===== src/rtl/masked_ctl_bank.sv =====
module masked_ctl_bank #(
  parameter int NREG    = 8,
  parameter int ADDR_W  = 6,
  parameter int TAP_RST = 4
) (
  input  logic                 clk,
  input  logic                 rst_n,
  input  logic                 req_valid,
  output logic                 req_ready,
  input  logic                 req_write,
  input  logic [ADDR_W-1:0]    req_addr,
  input  logic [31:0]          req_wdata,
  output logic                 rsp_valid,
  output logic [31:0]          rsp_rdata,
  output logic                 rsp_err,
  input  logic                 cal_done_i,
  input  logic                 dll_ready_i,
  output logic                 pwr_on,
  output logic                 dll_en,
  output logic [2:0]           drv_sel,
  output logic [1:0]           freq_sel,
  output logic                 tap_en,
  output logic [3:0]           tap_sel,
  output logic [NREG*16-1:0]   ctl_q
);
  localparam int IDX_W = ADDR_W - 2;
  localparam logic [ADDR_W-1:0] STAT_OFF = ADDR_W'(NREG * 4);

  logic [15:0] regs [NREG];
  logic [IDX_W-1:0] idx;
  logic is_ctl, is_stat, wr_ok, bad;
  logic [15:0] rd_val;
  logic [15:0] mask;

  assign idx       = req_addr[ADDR_W-1:2];
  assign is_ctl    = (req_addr[1:0] == 2'b00) && (32'(idx) < NREG);
  assign is_stat   = (req_addr == STAT_OFF);
  assign wr_ok     = req_valid && req_write && is_ctl;
  assign bad       = !is_ctl && !(is_stat && !req_write);
  assign mask      = req_wdata[31:16];
  assign req_ready = 1'b1;

  for (genvar i = 0; i < NREG; i++) begin : g_reg
    localparam logic [15:0] RST = (i == 0) ? 16'(TAP_RST << 7) : 16'h0000;
    always_ff @(posedge clk or negedge rst_n) begin
      if (!rst_n)
        regs[i] <= RST;
      else if (wr_ok && idx == IDX_W'(i))
        regs[i] <= (regs[i] & ~mask) | (req_wdata[15:0] & mask);
    end
    assign ctl_q[16*i +: 16] = regs[i];
  end

  always_comb begin
    rd_val = 16'h0000;
    if (is_ctl)
      rd_val = regs[idx];
    else if (is_stat)
      rd_val = {9'b0, cal_done_i, dll_ready_i, 5'b0};
  end

  always_ff @(posedge clk or negedge rst_n) begin
    if (!rst_n) begin
      rsp_valid <= 1'b0;
      rsp_err   <= 1'b0;
      rsp_rdata <= 32'h0;
    end else begin
      rsp_valid <= req_valid;
      rsp_err   <= req_valid && bad;
      rsp_rdata <= (req_valid && !req_write) ? {16'h0000, rd_val} : 32'h0;
    end
  end

  assign pwr_on   = regs[6][0];
  assign dll_en   = regs[6][1];
  assign drv_sel  = regs[6][6:4];
  assign freq_sel = regs[0][13:12];
  assign tap_en   = regs[0][11];
  assign tap_sel  = regs[0][10:7];
endmodule



===== config.mk =====
export PLATFORM = sky130hd
export DESIGN_NAME = masked_ctl_bank
export DESIGN_NICKNAME = d
export VERILOG_FILES = /design/src/rtl/masked_ctl_bank.sv
export SDC_FILE = /design/constraint.sdc
export NUM_CORES = 1
export LEC_CHECK = 0
export BUFFER_PORTS_ARGS = -buffer_cell sky130_fd_sc_hd__buf_2
export CAP_MARGIN = 0
export CORE_MARGIN = 5
export CORE_UTILIZATION = 45
export DETAILED_ROUTE_END_ITERATION = 12
export PLACE_DENSITY = 0.71
export SETUP_SLACK_MARGIN = 0.3
export SYNTH_ARGS = -nofsm -noshare
export SYNTH_HDL_FRONTEND = slang
export SYNTH_SLANG_ARGS = --single-unit

===== constraint.sdc =====
create_clock -name clk -period 2.3 [get_ports clk]
set_clock_uncertainty 0.15 [all_clocks]
set_input_delay 0.23 -clock clk [delete_from_list [all_inputs] [get_ports clk]]
set_output_delay 0.23 -clock clk [all_outputs]
set_load 0.02 [all_outputs]

==> results of run 1 <==
==> where the power goes <==
group          internal, mW  switching (mW)  leakage [nW]
registers              2.68          0.0920          2.01
clock network          1.40            1.02         0.245
logic                 0.332           0.526          2.48
==> repair_timing <==
item / 4_1_cts / 5_1_grt
hold buffers: 18 / 0
hold endpoints to repair: 123 / 0
setup endpoints to repair: 0 / 1
gates resized for setup: 0 / 1
setup buffers: 0 / 0
==> per-layer routing <==
layer	part of all wire	global-route usage	vias up
met5	0	0	-
met4	0.032	0.09784	0
met3	0.065	0.04724	40
met2	0.52	0.3861	262
li1	-	-	2463
met1	0.38	0.2728	2916
==> layout make-up <==
class | instances | area share
sequential | 146 | 0.3942
multi-input combinational | 355 | 0.3601
timing repair buffer | 248 | 0.1615
clock inverter | 7 | 0.004318
clock buffer | 25 | 0.05020
tap | 220 | 0.02969
==> per-stage QoR <==
step                total power [mW]  hold WS, ns  std cells  cell area [µm²]    util
finish                         6.053      0.01068       1001             9271  0.5651
global route                   6.301      0.01643       1001             9271  0.5651
CTS                            6.098     0.001508       1001             9265  0.5647
detailed placement             3.656      0.04971        951             8579  0.5229
global placement               3.628      0.04407        951             8579  0.5229
floorplan                      3.325      -0.2156        587             7518       -
==> Yosys cell counts <==
| cell type | count | area share |
|---|---|---|
| buf_2 | 21 | 0.014 |
| nor3_1 | 1 | 0.00067 |
| nor4bb_1 | 2 | 0.0027 |
| clkbuf_1 | 10 | 0.0050 |
| mux2i_1 | 16 | 0.021 |
| nor2b_1 | 2 | 0.0017 |
| buf_4 | 46 | 0.046 |
| o31a_1 | 1 | 0.0012 |
| nor4_4 | 1 | 0.0029 |
| nand3_1 | 114 | 0.076 |
| nor4b_4 | 2 | 0.0064 |
| clkbuf_2 | 3 | 0.0020 |
| buf_6 | 4 | 0.0060 |
| mux2_2 | 123 | 0.19 |
| nor4_1 | 1 | 0.00084 |
| conb_1 | 2 | 0.0010 |
| nor2_1 | 15 | 0.0075 |
| and4bb_2 | 3 | 0.0050 |
| nand4_1 | 16 | 0.013 |
| buf_1 | 2 | 0.0010 |
| and4b_1 | 1 | 0.0013 |
| mux2_4 | 1 | 0.0020 |
| dfstp_2 | 1 | 0.0035 |
| a22oi_1 | 2 | 0.0020 |
| nand3b_1 | 1 | 0.0010 |
| mux4_2 | 32 | 0.097 |
| dfrtp_1 | 145 | 0.49 |
| mux2_1 | 4 | 0.0060 |
==> placed cells by master, fill, tap and decap left out, types with 17 or more instances in the layout <==
cell           count
mux4_2            32
dfrtp_1          145
dlygate4sd3_1     18
nand3_1          114
buf_2            200
mux2_2           123
conb_1            17
buf_4             22
clkbuf_16         17
==> critical path: cells and delay by family <==
kind                   cells  cell delay, ns
buffers and inverters      3            0.96
muxes                      1            0.30
and+or+nand+nor            2            0.51
==> worst min-delay path by stage <==
stage,start,end,slack (ns),cells past startpoint
after floorplan,rst_n,asynchronous set/reset pin,-0.22,0
after global placement,rst_n,asynchronous set/reset pin,0.04,1
after detailed placement,rst_n,asynchronous set/reset pin,0.05,1
after CTS,req_wdata[3],flip-flop,0.002,2
after global routing,req_wdata[3],flip-flop,0.02,2
final,req_write,rsp_rdata[5]$_DFF_PN0_,0.01,4
==> kinds of logic (layout without fill, tap and decap cells) <==
kind of cell	after synthesis	after routing	share of synthesized area
mux	176	176	0.3117
simple gates	159	159	0.1199
flops	146	146	0.4898
buf+inv	86	280	0.07445
compound gates	3	3	0.003185
other cells	2	17	0.001006
==> flow_metrics.py, run 1 <==
metrics = {
    "synth": {
        "yosysUniqueCellTypes": 28,
        "syn_area_um2": 7462,
        "ys_seq_area_frac": 0.4898,
        "ys_ff_latch": 146,
        "syn_inst": 572,
        "avgSynthCellArea_um2": 13.05,
        "yosys_warnings": 0,
    },
    "worst_setup_path": {
        "required_ns": 2.45,
        "reg2regPathDepth": 3,
        "arrival_ns": 2.04,
        "reg2reg_slack_ns": 0.67,
        "slowest_stage": "dlygate4sd3_1",
        "reg2reg_to": "rsp_rdata[6]$_DFF_PN0_",
        "worstPathCellList": "dlygate4sd3_1 > buf_2 > and4bb_4 > buf_12 > nand3_1 > mux2_2",
        "worst_setup_path_start_kind": "primary input",
        "cp-end-kind": "flip-flop",
        "crit_fanout": 72,
        "worstSetupPathType": "in2reg",
        "worstSetupStartpoint": "req_addr[0]",
        "cpPeakStageDelay_ns": 0.53,
    },
    "power_and_ir_drop": {
        "powerDensity_nw_per_um2": 652.9,
        "p_leak_nw": 4.736,
        "vdd_drop_max_v": 0.0005121,
    },
    "timing": {
        "max_freq_mhz": 529.1,
        "fin_ws_ns": 0.4101,
        "rsz0062_at_grt": "no",
        "drv_slew": 0,
        "final-setup-viol-count": 0,
        "hold_viol": 0,
        "fin_crit_sh": 0.8217,
        "tns_ns": 0,
        "min_period_ns": 1.890,
    },
    "layout": {
        "layout-drive-gt1-share": 0.5403,
        "nets": 812,
        "n_antenna_cell": 0,
        "multiInputGateArea_um2": 3338,
        "register_area_um2": 3655,
        "fillers": 1379,
        "area_growth_pct": 24.25,
    },
    "drt": {
        "avgViaCountPerCell": 5.675,
        "num_vias": 5681,
        "drtPass1Iterations": 5,
        "drt-total-wl_um": 21710,
        "ant_nets": 0,
        "wl_per_cell_um": 21.69,
        "first_iter_violations": 365,
        "drcViolationCount": 0,
    },
    "die": {
        "die_x_um": 138.8,
        "die-height_um": 138.8,
        "die_area_um2": 19260,
        "placementRows": 47,
        "initial_core_util": 0.4548,
        "ios": 219,
        "core_area_um2": 16410,
    },
    "clock_network": {
        "clkTransAtPathRegs_ns": 0.06,
        "cts.path.max_buffers": 2,
        "tritoncts.num_buffers": 17,
        "h-tree-depth": 4,
        "cts.sinks": 146,
        "cts_tree": "built",
        "cts-root-buf": "clkbuf_16",
        "clock_latency_ns": 0.42,
    },
    "min_path": {
        "hold_class": "in2reg",
    },
    "outcome": {
        "status": "finished clean",
    },
    "grt": {
        "grt_pass1_vias": 5842,
        "grt_overflow_total": 0,
        "grt_start_max_net_pins": 73,
        "grt_pass1_wl_um": 33890,
        "grt_use_total": 0.2243,
        "antenna_found_initial": 0,
    },
    "place": {
        "pre_cts_slack_ns": 0.2423,
        "gp_congestion": 0.7959,
        "dp_hpwl_um": 14970,
        "io_buffer_count": 201,
    },
    "flow_run": {
        "drv_cap": 0,
    },
}
Power figures use the tool's default switching activity.
==> inputs of run 2 (changes only) <==
==> constraint.sdc (replaced) <==
create_clock -name clk -period 1.8 [get_ports clk]
set_clock_uncertainty 0.15 [all_clocks]
set_input_delay 0.18 -clock clk [delete_from_list [all_inputs] [get_ports clk]]
set_output_delay 0.18 -clock clk [all_outputs]
set_load 0.02 [all_outputs]
==> run 2 against run 1 <==
Against the previous run:
- cell count grew 2.2%
- wire length rose by 0.70%
- critical path depth shrank 5
- worst hold slack improved by 0.0081 ns
- sequential share of layout area shrank 1.8 points
- first-iteration DRC count decreased by 8.8%
- critical path type is now reg2out
- largest power group is now clock
==> flow_metrics.py, run 2 (synthesized netlist as in run 1, its figures left out) <==
metrics = {
    "outcome": {
        "status": "finished clean",
    },
    "clock_network": {
        "clkTransAtPathRegs_ns": 0.06,
        "clock_latency_ns": 0.42,
        "cts_tree": "built",
        "tritoncts.num_buffers": 17,
        "cts-root-buf": "clkbuf_16",
        "cts.sinks": 146,
        "cts.path.max_buffers": 2,
        "h-tree-depth": 4,
    },
    "layout": {
        "fillers": 1299,
        "n_antenna_cell": 0,
        "multiInputGateArea_um2": 3432,
        "layout_common_cells": "200 x buf_2, 145 x dfrtp_1, 123 x mux2_2",
        "nets": 836,
        "layout-drive-gt1-share": 0.5679,
        "final_common_cell": "buf_2",
        "final_util": 0.5919,
        "area_growth_pct": 30.15,
        "register_area_um2": 3655,
    },
    "drt": {
        "ant_nets": 0,
        "first_iter_violations": 333,
        "drt-total-wl_um": 21860,
        "wl_per_cell_um": 21.37,
        "avgViaCountPerCell": 5.670,
        "num_vias": 5800,
        "drcViolationCount": 0,
        "drtPass1Iterations": 5,
    },
    "place": {
        "dp_hpwl_um": 15630,
        "gp_congestion": 0.8226,
        "io_buffer_count": 201,
    },
    "grt": {
        "grt_start_max_net_pins": 59,
        "grt_use_total": 0.2276,
        "grt_pass1_wl_um": 34930,
        "grt_overflow_total": 0,
        "grt_pass1_vias": 6134,
        "antenna_found_initial": 0,
    },
    "min_path": {
        "min_from": "req_write",
        "worstHoldPathCells": 3,
        "hold_class": "in2reg",
        "min_to": "rsp_rdata[5]$_DFF_PN0_",
    },
    "die": {
        "core_area_um2": 16410,
        "die-height_um": 138.8,
        "placementRows": 47,
        "ios": 219,
        "initial_core_util": 0.4548,
        "die_area_um2": 19260,
        "die_x_um": 138.8,
    },
    "worst_setup_path": {
        "path_buf_inv": 1,
        "reg2reg_slack_ns": 0.36,
        "worstSetupPathType": "reg2out",
        "critPathTopFamily": "flip-flops",
        "reg2regPathDepth": 3,
        "cpPeakStageDelay_ns": 0.55,
        "crit_fanout": 4,
        "reg2reg_to": "rsp_rdata[5]$_DFF_PN0_",
        "worst_setup_path_start_kind": "flip-flop",
        "worstPathCellList": "buf_2",
        "required_ns": 1.47,
        "arrival_ns": 1.14,
        "cp-end-kind": "primary output",
        "slowest_stage": "dfstp_2",
    },
    "flow_run": {
        "drv_cap": 0,
    },
    "timing": {
        "final-setup-viol-count": 0,
        "fin_crit_sh": 0.8161,
        "tns_ns": 0,
        "timing.hold.ws_ns": 0.01874,
        "min_period_ns": 1.469,
        "rsz0062_at_grt": "no",
        "slew_headroom": 0.6486,
        "max_freq_mhz": 680.8,
        "hold_viol": 0,
        "drv_slew": 0,
        "tightest_slew_ns": 0.5270,
    },
    "power_and_ir_drop": {
        "p_total_mw": 8.281,
        "vdd_drop_max_v": 0.0006640,
        "powerDensity_nw_per_um2": 852.7,
        "p_leak_nw": 4.921,
    },
}
-- run 2: cell count changes in the layout (fill, tap and decap cells not counted), moves of 2 or more --
cell / before / now
mux2_4: 1 / 3
mux2_1: 4 / 2
bufinv_16: 0 / 3
dlygate4sd3_1: 18 / 30
buf_4: 22 / 30
clkinv_4: 0 / 2
clkbuf_1: 7 / 1
buf_12: 7 / 11
nand3_1: 114 / 99
nand3_2: 0 / 15
-- run 2: metrics by stage --
stage	setup slack [ns]	instance area (µm²)	cells
2_1_floorplan	0.1649	7665	587
3_3_place_gp	0.03116	8780	960
3_5_place_dp	0.02254	8780	960
4_1_cts	0.3145	9683	1021
5_1_grt	0.3029	9712	1023
6_report	0.3311	9712	1023
-- run 2: cell type report --
class	count	area share
flip-flops and latches	146	0.3763
multi-input cells	355	0.3534
repair buffers	272	0.1810
clock buffers	20	0.04702
well taps	220	0.02834
clock inverters	10	0.01391
-- run 2: tightest hold or removal path, delay by kind of cell --
kind	cells	cell delay, ns
buffers and inverters	1	0.11
AO/OA/AOI/OAI	1	0.07
AND/OR/NAND/NOR	1	0.18
-- run 2: metal layers --
metal	wire length (µm)	up-vias	global-route usage
li1	-	2502	-
met1	8289	2976	0.2774
met2	11380	278	0.3892
met3	1509	44	0.05690
met4	686	0	0.09011
met5	0	-	0
-- run 2: worst max-delay path by stage --
stage / startpoint / to / slack, ns / cells past startpoint
floorplan: req_addr[4] / flip-flop / 0.16 / 6
global route: flip-flop / ctl_q[9] / 0.30 / 1
detailed placement: req_addr[4] / flip-flop / 0.02 / 6
CTS: flip-flop / rsp_rdata[5]$_DFF_PN0_ / 0.31 / 3
global placement: req_addr[4] / flip-flop / 0.03 / 6
finish: flip-flop / ctl_q[9] / 0.33 / 1
-- run 2: power by group --
group	switching (mW)	total, mW	leakage, nW	internal (mW)
logic	0.690	1.16	2.62	0.474
registers	0.121	3.55	2.01	3.43
clock network	1.34	3.57	0.291	2.23
total	2.15	8.28	4.92	6.13
-- run 2: repair_timing --
item,4_1_cts,5_1_grt
setup buffers,1,2
gates resized for setup,1,2
hold endpoints to repair,277,0
cloned,0,0
endpoints found under the setup margin,1,1
hold buffers,30,0
==> inputs of run 3 (changes only) <==
--- a/config.mk
+++ b/config.mk
@@ -10,7 +10,7 @@
 export CORE_MARGIN = 5
 export CORE_UTILIZATION = 45
 export DETAILED_ROUTE_END_ITERATION = 12
-export PLACE_DENSITY = 0.71
+export PLACE_DENSITY = 0.74
 export SETUP_SLACK_MARGIN = 0.3
 export SYNTH_ARGS = -nofsm -noshare
 export SYNTH_HDL_FRONTEND = slang
==> constraint.sdc (replaced) <==
create_clock -name clk -period 1.2 [get_ports clk]
set_clock_uncertainty 0.15 [all_clocks]
set_input_delay 0.12 -clock clk [delete_from_list [all_inputs] [get_ports clk]]
set_output_delay 0.12 -clock clk [all_outputs]
set_load 0.02 [all_outputs]
==> run 3 against run 2 <==
Against the previous run:
- the run now ends with negative hold slack, negative setup slack left
- cell count rose by 24%
- clock-buffer cell count down 1
- final area is 51% higher
- sequential share of layout area decreased by 12 points
- worst hold slack worse by 0.12 ns
- critical path depth rose by 2
- die area unchanged
- sequential power is 51% higher
==> flow_metrics.py, run 3 (synthesized netlist as in run 1, its figures left out) <==
metrics = {
    "outcome": {
        "status": "complete, but fails checks",
        "violations": "negative hold slack, negative setup slack",
    },
    "worst_setup_path": {
        "crit_fanout": 2,
        "worst_setup_path_start_kind": "flip-flop",
        "arrival_ns": 1.73,
        "worstPathCellList": "mux4_2 > mux2i_4 > a22oi_2",
        "worstSetupPathType": "reg2reg",
        "slowest_stage": "mux4_2",
        "cpPeakStageDelay_ns": 0.52,
        "required_ns": 1.37,
        "cp-end-kind": "flip-flop",
    },
    "power_and_ir_drop": {
        "p_leak_nw": 6.769,
        "p_total_mw": 14.28,
        "powerDensity_nw_per_um2": 970.9,
        "vdd_drop_max_v": 0.001298,
    },
    "place": {
        "io_buffer_count": 201,
        "placed_cells": 1109,
        "gp_congestion": 0.8891,
        "dp_hpwl_um": 17870,
    },
    "die": {
        "die-height_um": 138.8,
        "placementRows": 47,
        "core_area_um2": 16410,
        "die_x_um": 138.8,
        "initial_core_util": 0.4548,
        "ios": 219,
        "die_area_um2": 19260,
    },
    "layout": {
        "final_common_cell": "buf_6",
        "nets": 1075,
        "area_growth_pct": 97.10,
        "layout-drive-gt1-share": 0.8008,
        "layout_common_cells": "320 x buf_6, 105 x dfrtp_1, 93 x buf_4",
        "stdcell_count": 1267,
    },
    "drt": {
        "drt-total-wl_um": 40220,
        "drcViolationCount": 0,
        "wl_per_cell_um": 31.75,
        "num_vias": 7917,
        "drtPass1Iterations": 5,
        "avgViaCountPerCell": 6.249,
        "ant_nets": 0,
        "first_iter_violations": 737,
    },
    "grt": {
        "grt_overflow_total": 0,
        "grt_use_total": 0.3447,
        "grt_pass1_wl_um": 51160,
        "grt_start_max_net_pins": 36,
        "grt_pass1_vias": 8187,
        "antenna_found_initial": 2,
    },
    "clock_network": {
        "clock_latency_ns": 0.46,
        "cts_tree": "built",
        "h-tree-depth": 4,
        "cts-root-buf": "clkbuf_16",
        "tritoncts.num_buffers": 17,
        "clkTransAtPathRegs_ns": 0.07,
        "cts.path.max_buffers": 2,
        "cts_hold_buf": 4,
        "cts.sinks": 146,
    },
    "min_path": {
        "hold_class": "in2reg",
    },
    "timing": {
        "final-setup-viol-count": 302,
        "max_freq_mhz": 639.7,
        "tns_ns": -47.77,
        "fin_ws_ns": -0.3633,
        "drv_slew": 0,
        "hold_viol": 128,
        "rsz0062_at_grt": "yes",
        "timing.hold.ws_ns": -0.1024,
        "fin_crit_sh": 1.303,
        "min_period_ns": 1.563,
    },
    "flow_run": {
        "drv_cap": 0,
    },
}
## run 3: path summary, 6_finish.rpt
path                               from                          to  slack [ns]  depth (start not counted)
max                           flip-flop      rsp_rdata[5]$_DFF_PN0_       -0.36                          3
min in group asynchronous         rst_n  asynchronous set/reset pin           0                          2
max reg2reg                   flip-flop      rsp_rdata[5]$_DFF_PN0_       -0.36                          3
max in group asynchronous         rst_n  asynchronous set/reset pin        0.41                          3
min                        req_wdata[6]                   flip-flop       -0.10                          2
min reg2reg                   flip-flop                   flip-flop        0.47                          2
## run 3: per-layer routing
metal	vias to the layer above	routed length, µm	track usage	share of wire
met4	0	3088	0.1509	0.077
li1	3014	-	-	-
met1	4007	13750	0.4098	0.34
met3	249	3759	0.08483	0.093
met2	647	19630	0.5952	0.49
met5	-	0	0	0
## run 3: critical path: cells and delay by family, from the launching register on
| kind | cells | cell delay (ns) |
|---|---|---|
| multiplexers | 2 | 0.74 |
| flip-flops | 1 | 0.44 |
| AO/OA/AOI/OAI | 1 | 0.11 |
## run 3: metrics by stage
stage | setup slack, ns | util | instance area (µm²)
2_1_floorplan | -0.3748 | - | 8051
3_3_place_gp | -0.4830 | 0.6212 | 10190
3_5_place_dp | -0.5140 | 0.6212 | 10190
4_1_cts | -0.2909 | 0.8415 | 13810
5_1_grt | -0.4125 | 0.8963 | 14710
6_report | -0.3633 | 0.8964 | 14710
## run 3: cell type report
type | count | area (µm²)
repair buffers | 511 | 5758
multi-input cells | 355 | 4390
flip-flops and latches | 146 | 3705
fillers | 529 | 1699
clock buffers | 19 | 432.9
well taps | 220 | 275.3
clock inverters | 13 | 138.9
diodes | 3 | 7.507
## run 3: timing repair
action / 4_1_cts / 5_1_grt
resized for setup: 561 / 120
hold endpoints to repair: 278 / 129
cloned: 18 / 0
buffers inserted: 68 / 33
setup endpoints to repair: 303 / 398
pin swaps: 9 / 7
## run 3: report_power, final
group          total, mW  internal (mW)  switching, mW
clock               5.51           3.06           2.45
sequential          5.36           5.15          0.215
combinational       3.40           1.74           1.66
total               14.3           9.95           4.33
